**config.mk**
```make
export PLATFORM = sky130hd
export DESIGN_NAME = xmp_top
export DESIGN_NICKNAME = d
export VERILOG_FILES = /design/src/rtl/xmp_pkg.sv /design/src/rtl/xmp_zero_tally.sv /design/src/rtl/xmp_best_track.sv /design/src/rtl/xmp_top.sv
export SDC_FILE = /design/constraint.sdc
export NUM_CORES = 1
export LEC_CHECK = 0
export BUFFER_PORTS_ARGS = -buffer_cell sky130_fd_sc_hd__buf_2
export CORE_ASPECT_RATIO = 1.2
export CORE_MARGIN = 2
export CORE_UTILIZATION = 56
export CTS_CLUSTER_DIAMETER = 100
export CTS_CLUSTER_SIZE = 30
export DETAILED_ROUTE_END_ITERATION = 10
export GPL_TIMING_DRIVEN = 0
export MAX_ROUTING_LAYER = met4
export PLACE_DENSITY = 0.77
export SYNTH_ARGS = -nofsm -noshare
export SYNTH_HDL_FRONTEND = slang
export SYNTH_SLANG_ARGS = --single-unit
export TNS_END_PERCENT = 5
```
**constraint.sdc**
```tcl
create_clock -name clk -period 3.85 [get_ports clk]
set_input_delay 0.1925 -clock clk [delete_from_list [all_inputs] [get_ports clk]]
set_output_delay 0.1925 -clock clk [all_outputs]
set_load 0.01 [all_outputs]
```
**src/rtl/xmp_pkg.sv**
```systemverilog
// Shared widths, types and the group-to-candidate mapping for the
// directional transform mode selector. Bit i of a mask stands for mode i.
package xmp_pkg;
    localparam int MODE_W = 3;
    localparam int NSLOT  = 1 << MODE_W;

    typedef logic [MODE_W-1:0] mode_t;
    typedef logic [NSLOT-1:0]  slot_mask_t;

    typedef enum logic [1:0] {
        GRP_PLAIN = 2'd0,
        GRP_DIAG  = 2'd1,
        GRP_FULL  = 2'd2,
        GRP_FULL2 = 2'd3
    } grp_e;

    // Enabled candidate set for a group code; mode 1 never appears.
    function automatic slot_mask_t group_mask(input logic [1:0] g);
        case (grp_e'(g))
            GRP_PLAIN: return slot_mask_t'(8'b0000_0001);
            GRP_DIAG:  return slot_mask_t'(8'b0000_1101);
            default:   return slot_mask_t'(8'b1111_1101);
        endcase
    endfunction
endpackage

```
**src/rtl/xmp_zero_tally.sv**
```systemverilog
// Counts zero coefficients of the candidate currently streaming.
// Assumes accepted coefficients of one candidate are contiguous and that
// the last flag comes with the NCOEF-th of them. cnt_final already
// includes the coefficient presented this cycle.
module xmp_zero_tally #(
    parameter int NCOEF  = 64,
    parameter int COEF_W = 12,
    localparam int CNT_W = $clog2(NCOEF + 1)
) (
    input  logic              clk,
    input  logic              rst_n,
    input  logic              take,
    input  logic              last,
    input  logic [COEF_W-1:0] coef,
    output logic [CNT_W-1:0]  cnt_final
);
    logic [CNT_W-1:0] run_cnt;
    logic [CNT_W-1:0] idx;

    // Count including the coefficient on the input this cycle.
    always_comb cnt_final = run_cnt + CNT_W'(coef == '0);

    // Running zero count and coefficient index, cleared at each candidate end.
    always_ff @(posedge clk) begin
        if (!rst_n) begin
            run_cnt <= '0;
            idx     <= '0;
        end else if (take) begin
            run_cnt <= last ? '0 : cnt_final;
            idx     <= last ? '0 : idx + 1'b1;
        end
    end

    assert_count_bound_R1: assert property (@(posedge clk) disable iff (!rst_n)
        run_cnt <= CNT_W'(NCOEF));

    assert_last_on_final_R1: assert property (@(posedge clk) disable iff (!rst_n)
        (take && last) |-> (idx == CNT_W'(NCOEF - 1)));
endmodule

```
**src/rtl/xmp_best_track.sv**
```systemverilog
// Keeps the best candidate of the current block. A new candidate replaces
// the best when it has more zeros, or equal zeros and a lower mode number.
// win_* gives the result including the candidate completing this cycle.
// 'clear' ends the block and empties the tracker.
module xmp_best_track #(
    parameter int CNT_W = 7
) (
    input  logic              clk,
    input  logic              rst_n,
    input  logic              cand_done,
    input  logic              clear,
    input  xmp_pkg::mode_t    cand_mode,
    input  logic [CNT_W-1:0]  cand_zeros,
    output xmp_pkg::mode_t    win_mode,
    output logic [CNT_W-1:0]  win_zeros
);
    logic              have_best;
    xmp_pkg::mode_t    best_mode;
    logic [CNT_W-1:0]  best_zeros;
    logic              beats;

    // Ranking: more zeros first, then lower mode number.
    always_comb begin
        beats = !have_best
             || (cand_zeros > best_zeros)
             || ((cand_zeros == best_zeros) && (cand_mode < best_mode));
        win_mode  = beats ? cand_mode  : best_mode;
        win_zeros = beats ? cand_zeros : best_zeros;
    end

    // Best-so-far registers for the open block.
    always_ff @(posedge clk) begin
        if (!rst_n) begin
            have_best  <= 1'b0;
            best_mode  <= '0;
            best_zeros <= '0;
        end else if (cand_done) begin
            if (clear) begin
                have_best  <= 1'b0;
                best_mode  <= '0;
                best_zeros <= '0;
            end else begin
                have_best  <= 1'b1;
                best_mode  <= win_mode;
                best_zeros <= win_zeros;
            end
        end
    end

    assert_best_monotonic_R2: assert property (@(posedge clk) disable iff (!rst_n)
        (cand_done && !clear && have_best) |=> (best_zeros >= $past(best_zeros)));
endmodule

```
**src/rtl/xmp_top.sv**
```systemverilog
// Directional transform mode selector. Accepts candidate coefficient
// streams for the enabled group, tracks which modes have completed, and
// emits the winner one cycle after the final enabled candidate ends.
// Assumes grp_sel is steady for the duration of a block.
module xmp_top #(
    parameter int NCOEF  = 64,
    parameter int COEF_W = 12,
    localparam int CNT_W = $clog2(NCOEF + 1)
) (
    input  logic              clk,
    input  logic              rst_n,
    input  logic [1:0]        grp_sel,
    input  logic              cf_valid,
    input  logic [2:0]        cf_mode,
    input  logic [COEF_W-1:0] cf_data,
    input  logic              cf_last,
    output logic              pick_valid,
    output logic [2:0]        pick_mode,
    output logic [CNT_W-1:0]  pick_zeros
);
    import xmp_pkg::*;

    slot_mask_t       en_mask, fin_mask, fin_next;
    logic [NSLOT-1:0] slot_ok;
    logic             accept, cand_done, block_end;
    logic [CNT_W-1:0] cnt_final, win_zeros;
    mode_t            win_mode;

    // Decide whether this coefficient belongs to an open, enabled candidate.
    always_comb begin
        en_mask   = group_mask(grp_sel);
        accept    = cf_valid && en_mask[cf_mode] && !fin_mask[cf_mode];
        cand_done = accept && cf_last;
        fin_next  = fin_mask | (cand_done ? (slot_mask_t'(1) << cf_mode) : '0);
    end

    // Per-slot completion check: disabled or finished.
    for (genvar s = 0; s < NSLOT; s++) begin : g_slot
        assign slot_ok[s] = !en_mask[s] || fin_next[s];
    end

    always_comb block_end = cand_done && (&slot_ok);

    xmp_zero_tally #(.NCOEF(NCOEF), .COEF_W(COEF_W)) u_tally (
        .clk       (clk),
        .rst_n     (rst_n),
        .take      (accept),
        .last      (cf_last),
        .coef      (cf_data),
        .cnt_final (cnt_final)
    );

    xmp_best_track #(.CNT_W(CNT_W)) u_best (
        .clk        (clk),
        .rst_n      (rst_n),
        .cand_done  (cand_done),
        .clear      (block_end),
        .cand_mode  (cf_mode),
        .cand_zeros (cnt_final),
        .win_mode   (win_mode),
        .win_zeros  (win_zeros)
    );

    // Completed-mode mask, emptied when the block closes.
    always_ff @(posedge clk) begin
        if (!rst_n) fin_mask <= '0;
        else        fin_mask <= block_end ? '0 : fin_next;
    end

    // Output registers: strobe plus held result.
    always_ff @(posedge clk) begin
        if (!rst_n) begin
            pick_valid <= 1'b0;
            pick_mode  <= '0;
            pick_zeros <= '0;
        end else begin
            pick_valid <= block_end;
            if (block_end) begin
                pick_mode  <= win_mode;
                pick_zeros <= win_zeros;
            end
        end
    end

    assert_done_single_R7: assert property (@(posedge clk) disable iff (!rst_n)
        pick_valid |=> !pick_valid);

    assert_hold_R8: assert property (@(posedge clk) disable iff (!rst_n)
        !pick_valid |-> ($stable(pick_mode) && $stable(pick_zeros)));

    assert_zero_range_R1: assert property (@(posedge clk) disable iff (!rst_n)
        pick_valid |-> (pick_zeros <= CNT_W'(NCOEF)));

    assert_no_mode1_R5: assert property (@(posedge clk) disable iff (!rst_n)
        pick_valid |-> (pick_mode != 3'd1));
endmodule

```
## After elaboration in Yosys (flattened, before gate mapping)

Cells that the tools add are included.

| operators by class | value |
|---|---|
| add/subtract/negate cells | 1 |
| magnitude comparators | 3 |
| equal/unequal tests | 2 |
| shifts and indexed selects | 1 |
| muxes and demuxes | 12 |
| bitwise gates (word level) | 2 |
| reduce and logical (&&, ||, !) cells | 29 |

Operators by type and width:

| kind | number |
|---|---|
| 7-bit 2-to-1 mux | 3 |
| 8-bit case mux with 2 select lines | 1 |
| 12-bit logical NOT | 1 |
| 1-bit logical NOT | 10 |
| 1-bit logical OR | 10 |
| 8-bit 2-to-1 mux | 1 |
| 8-bit OR | 1 |
| 8-bit AND reduction | 1 |
| 1-bit by 3-bit << shifter with 8-bit output, first input constant | 1 |
| 7-bit by 1-bit adder with 7-bit output | 1 |
| 7-bit == test | 1 |
| 7-bit greater-than comparator | 1 |
| 1-bit binary-select mux with 3-bit select | 2 |
| 3-bit 2-to-1 mux | 2 |
| 1-bit logical AND | 5 |
| 3-bit by 4-bit < comparator with 1-bit output, second input constant | 1 |
| 3-bit < comparator | 1 |
| 1-bit 2-to-1 mux | 3 |
| 2-bit by 1-bit == test with 1-bit output, second input constant | 1 |
| 2-bit logical NOT | 1 |
| 2-bit OR reduction | 1 |
| 1-bit inverter | 1 |

| word-level totals | value |
|---|---|
| register bits after elaboration | 37 |
| bits of input ports | 21 |
| output and inout bits | 11 |

## Depth between registers and ports, before layout

| depth | value |
|---|---|
| depth after elaboration | 13 |
| depth in mapped cells | 16 |
| depth with buffers taken out | 15 |

## By module

From an unflattened synthesis, not the netlist that was laid out.

| second synthesis, totals | value |
|---|---|
| cells, all modules | 235 |
| area total of the unflattened synthesis | 2170.8 µm² |

By module, submodules not included:

| module | instances | cells each | area an instance (µm²) |
|---|---|---|---|
| xmp_top | 1 | 106 | 945.9 |
| xmp_best_track | 1 | 77 | 792.0 |
| xmp_zero_tally | 1 | 52 | 432.9 |

## Worst setup path after synthesis

No wires, ideal clock.

| timing | value |
|---|---|
| path kind | input port to flip-flop |
| from | in cf_data[10] |
| to | reg u_best.best_zeros[6] |
| data arrival time | 3.064 ns |
| required time | 3.759 ns |
| setup slack | 0.695 ns |
| cell stages on the path | 16 |
| buffers on the path | 1 |
| cell sequence | nor4_1 > and3_1 > ha_1 > ha_1 > nand3_1 > nor2_1 > xnor2_1 > inv_1 > ha_1 > nand3_1 > a31oi_1 > nor4_1 > o31ai_1 > buf_4 > a21oi_1 > a311oi_1 |

| on the way | value |
|---|---|
| word-level cells in the longest chain between the ends | 7 |
| elaborated cells on any way between the ends | 9 |

Ends and longest elaborated chain:

| what | RTL line | source |
|---|---|---|
| from (decl) | xmp_top.sv:15 | `input logic [COEF_W-1:0] cf_data,` |
| 12-bit logical NOT * | xmp_zero_tally.sv:21 | `always_comb cnt_final = run_cnt + CNT_W'(coef == '0);` |
| 7-bit by 1-bit adder with 7-bit output * | xmp_zero_tally.sv:21 |  |
| 7-bit greater-than comparator or 7-bit == test (tied branches) | xmp_best_track.sv:25, xmp_best_track.sv:26 |  |
| 1-bit logical OR or 1-bit logical AND (tied branches) | xmp_best_track.sv:25, xmp_best_track.sv:26 |  |
| 1-bit logical OR | xmp_best_track.sv:26 | `\|\| ((cand_zeros == best_zeros) && (cand_mode < best_mode));` |
| 7-bit 2-to-1 mux * | xmp_best_track.sv:28 | `win_zeros = beats ? cand_zeros : best_zeros;` |
| 7-bit 2-to-1 mux * | xmp_best_track.sv:38 | `if (clear) begin` |
| to (signal assigned) | xmp_best_track.sv:45 | `best_zeros <= win_zeros;` |
| to (decl) | xmp_best_track.sv:19 | `logic [CNT_W-1:0] best_zeros;` |

Mark *: on every way between the ends. The rest lies on a longest branch, timed or not.
A chain may end at the register's enable or synchronous reset.

## Worst setup path in the final report

| timing | value |
|---|---|
| from | in cf_data[5] |
| to | reg pick_zeros[3] |

| on the way | value |
|---|---|
| word-level cells in the longest chain between the ends | 6 |
| elaborated cells on any way between the ends | 8 |

Ends and longest elaborated chain:

| what | RTL line | source |
|---|---|---|
| 12-bit logical NOT * | xmp_zero_tally.sv:21 |  |
| 7-bit by 1-bit adder with 7-bit output * | xmp_zero_tally.sv:21 |  |
| 7-bit greater-than comparator or 7-bit == test (tied branches) | xmp_best_track.sv:25, xmp_best_track.sv:26 |  |
| 1-bit logical OR or 1-bit logical AND (tied branches) | xmp_best_track.sv:25, xmp_best_track.sv:26 |  |
| 1-bit logical OR | xmp_best_track.sv:26 |  |
| 7-bit 2-to-1 mux * | xmp_best_track.sv:28 |  |
| to (signal assigned) | xmp_top.sv:80 | `pick_zeros <= win_zeros;` |
| to (decl) | xmp_top.sv:19 | `output logic [CNT_W-1:0] pick_zeros` |

Marks and branches as above.

==> results.md <==
- Mapped Cells: 250
- Hpwl dp: 3580 um
- Clock sink count: 36
- Worst path cell trace: buf_2, nor4_1, and3_1, ha_1, ha_1, nand3_1, nor2_1, xnor2_1, inv_1, ha_1, nand3_1, a31oi_1, nor4_1, o31ai_1, buf_4, mux2i_1, o21ai_0
- Post-Syn Area: 0.00207 mm2
- #FFs+latches synth: 36
- Most used DFF post-synth: dfxtp_1
- Row Count: 24
- Routed len/inst: 15.1 um
- Sequential cell area: 721 um2
- Worst path max stage delay: 0.60 ns
- Final Util: 65.1%
- Met3 wire length: 176 um
- N_diodes: 0
- Hold path startpoint: cf_valid
- Crit path DAT: 3.73 ns
- Starting density of the core: 57.5%
- Clk buf depth: 2
- Max Freq: 281 MHz
- Worst skew pair latency: 0.29 ns
- Drt pass-1 iters: 4
- Post-synthesis net count: 282
- Worst setup path class: input port to register
- Hold path cells: 3
- Setup_tns: 0 ns
- Fraction of registers with async set/reset: 0%
- Resized Gates After CTS: 0
- Hold/Removal Path Class: input port to register
- Gr ovfl total: 0
- Power Dens Cells: 310 mW/mm2
- Cell mode on critical path: ha_1
- Relative slew slack: 55.3%
- Clock root cell: clkbuf_8
- Post-route ant nets: 0
- Shortest period the worst path allows: 3.56 ns
- Final Hold Viols: 0
- Synth-to-layout area growth: 13.1%
- CTS Hold Bufs: 0
- Vias in the first global route: 1,833
- Initial antenna violation count: 0
- Worst hold endpoint: fin_mask[0]
- Worst slack, placed: 0.0295 ns
- Met2 WL: 2500 um
- Final setup vio count: 0
- CTS tree: built
- Required @ worst endpoint: 4.02 ns
- R2R setup slack: 0.37 ns
- Gr usage total: 26.2%
- Fin. max-slew vios: 0
- Post-CTS Setup Inserts: 0
- Cts bufs inserted: 5
- Pleak: 1.03 nW
- RR Endpoint: pick_zeros[3]
- Fin worst setup slack: 0.294 ns
- First-pass GRT wire length: 8250 um
- Remaining routing DRC violations: 0
- Core area: 0.00360 mm2
- RR Startpoint: u_tally.run_cnt[0]
- Post-synth EDFFs: 0
- Area of the multi-input gates: 0.00118 mm2
- Final #Nets: 318
- Met1 WL: 2140 um
- VDD IR-drop max: 0.218 mV
- Share of cells above drive strength 1: 19.6%
- Crit start category: input port
- Max FO, Critical Path: 10
- Vias: 1,955
- Commonest non-fill, non-tap cell in the layout: dfxtp_1
- Crit path max-delay cell type: o31ai_1
- CP endpoint kind: register
- Chip Height: 70.7 um
- Syn. warnings: 0
- Top cell type by total area after synthesis: dfxtp_1
- Max cap viols: 0
- Reg2reg path depth: 14
- Final period util: 92.4%
- Largest net degree at the start of global routing: 11
- Final WL: 4910 um
- Most frequent cells in the layout: 36 x dfxtp_1, 32 x buf_2, 23 x o21ai_0
- Die width: 59.5 um
- Worst slew pin tran: 0.665 ns
- Register area share after synthesis: 34.8%
- Ports: 32
- Total die area: 0.00421 mm2
- H-Tree Depth: 2
- DR iter-0 viols: 72
- Placer congestion estimate: 0.868
- Clk slew on worst S/H paths: 0.07 ns
- Via density: 6.02
- Cell variety after synth: 47
- Cells taking the most area after synthesis: dfxtp_1 35%, ha_1 6.6%, o21ai_0 5.6%
- Fin Clk Skew: 0.00754 ns
- RSZ-0062 raised after global routing: no
- Port Buf Inserts: 29
- Status: finished clean
- Avg Inst Size Synth: 8.29 um2
- Uppermost layer routed: met4
- Yosys top cell area share: 34.8%
- Fill count: 331
through the flow:
stage | std cells | cell area [um2] | power [mW] | hold WS (ns)
2_1_floorplan | 250 | 2070 | 0.449 | 0.379
3_3_place_gp | 318 | 2270 | 0.477 | 0.464
3_5_place_dp | 318 | 2270 | 0.478 | 0.469
4_1_cts | 325 | 2340 | 0.734 | 0.245
5_1_grt | 325 | 2340 | 0.756 | 0.303
6_report | 325 | 2340 | 0.727 | 0.257
registers in the layout, indices dropped and copies added (netlist names):
name,cells
pick_valid,1
u_best.best_mode,3
fin_mask,7
u_best.best_zeros,7
pick_mode,3
u_best.have_best,1
pick_zeros,7
u_tally.run_cnt,7
metal layers:
| layer | up-vias | GRT usage (%) |
|---|---|---|
| li1 | 967 | - |
| met5 | - | - |
| met3 | 7 | 5.12 |
| met1 | 939 | 32.7 |
| met4 | 0 | 9.88 |
| met2 | 42 | 41.5 |
worst max-delay path, delay by kind of cell:
family	cells	cell delay (ns)
multiplexers	1	0.22
XOR/XNOR	1	0.22
adder cells (fa/ha/maj)	3	0.74
buffers and inverters	3	0.52
AND/OR/NAND/NOR	6	0.92
AO/OA/AOI/OAI	3	0.91
cell families (layout without fill, tap and decap cells):
group	after synthesis	count (layout)	synth area share (%)
AO/OA/AOI/OAI	71	71	21.8
XOR/XNOR	5	5	2.11
adder cells (fa/ha/maj)	11	11	6.64
buffers and inverters	32	68	8.15
flip-flops	36	36	34.8
multiplexers	11	11	5.61
AND/OR/NAND/NOR	84	84	20.9
how the worst max path moves through the flow:
stage / startpoint / end / slack [ns] / depth (start not counted)
3_5_place_dp: cf_data[6] / pick_zeros[3] / 0.03 / 17
3_3_place_gp: cf_data[5] / pick_zeros[3] / 0.14 / 17
6_report: cf_data[5] / pick_zeros[3] / 0.29 / 17
2_1_floorplan: cf_data[10] / u_best.best_zeros[6] / 0.69 / 16
5_1_grt: cf_data[6] / pick_zeros[3] / 0.006 / 17
4_1_cts: cf_data[6] / pick_zeros[3] / 0.26 / 17
power breakdown:
group	leakage (nW)	total, mW	internal [mW]	switching, mW
registers	0.291	0.380	0.377	0.00339
clock network	0.0410	0.256	0.123	0.133
logic	0.703	0.0910	0.0344	0.0566
synthesized netlist by cell type (2+ instances only):
| master | number |
|---|---|
| a21o_1 | 2 |
| xnor2_1 | 4 |
| nand3_1 | 11 |
| buf_2 | 3 |
| nor4_1 | 5 |
| nor2_1 | 21 |
| a31oi_1 | 7 |
| nand4_1 | 3 |
| inv_1 | 16 |
| buf_6 | 2 |
| nand3_2 | 3 |
| dfxtp_1 | 36 |
| nand2b_1 | 2 |
| a21oi_2 | 3 |
| buf_4 | 4 |
| a211oi_1 | 3 |
| o211ai_1 | 7 |
| ha_1 | 11 |
| a41oi_1 | 4 |
| mux2i_1 | 9 |
| a21oi_1 | 14 |
| nand2_1 | 21 |
| clkbuf_1 | 4 |
| and3_1 | 6 |
| o21ai_0 | 23 |
| nor3_1 | 4 |
| and2_1 | 2 |
layout make-up:
cell class / instances / area share, %
Inverter: 16 / 2.56
Clock inverter: 1 / 0.213
Multi-Input combinational cell: 182 / 50.5
Clock buffer: 6 / 3.09
Timing Repair Buffer: 29 / 6.19
Buffer: 16 / 4.64
Sequential cell: 36 / 30.7
Tap cell: 39 / 2.08
Power figures use the tool's default switching activity.
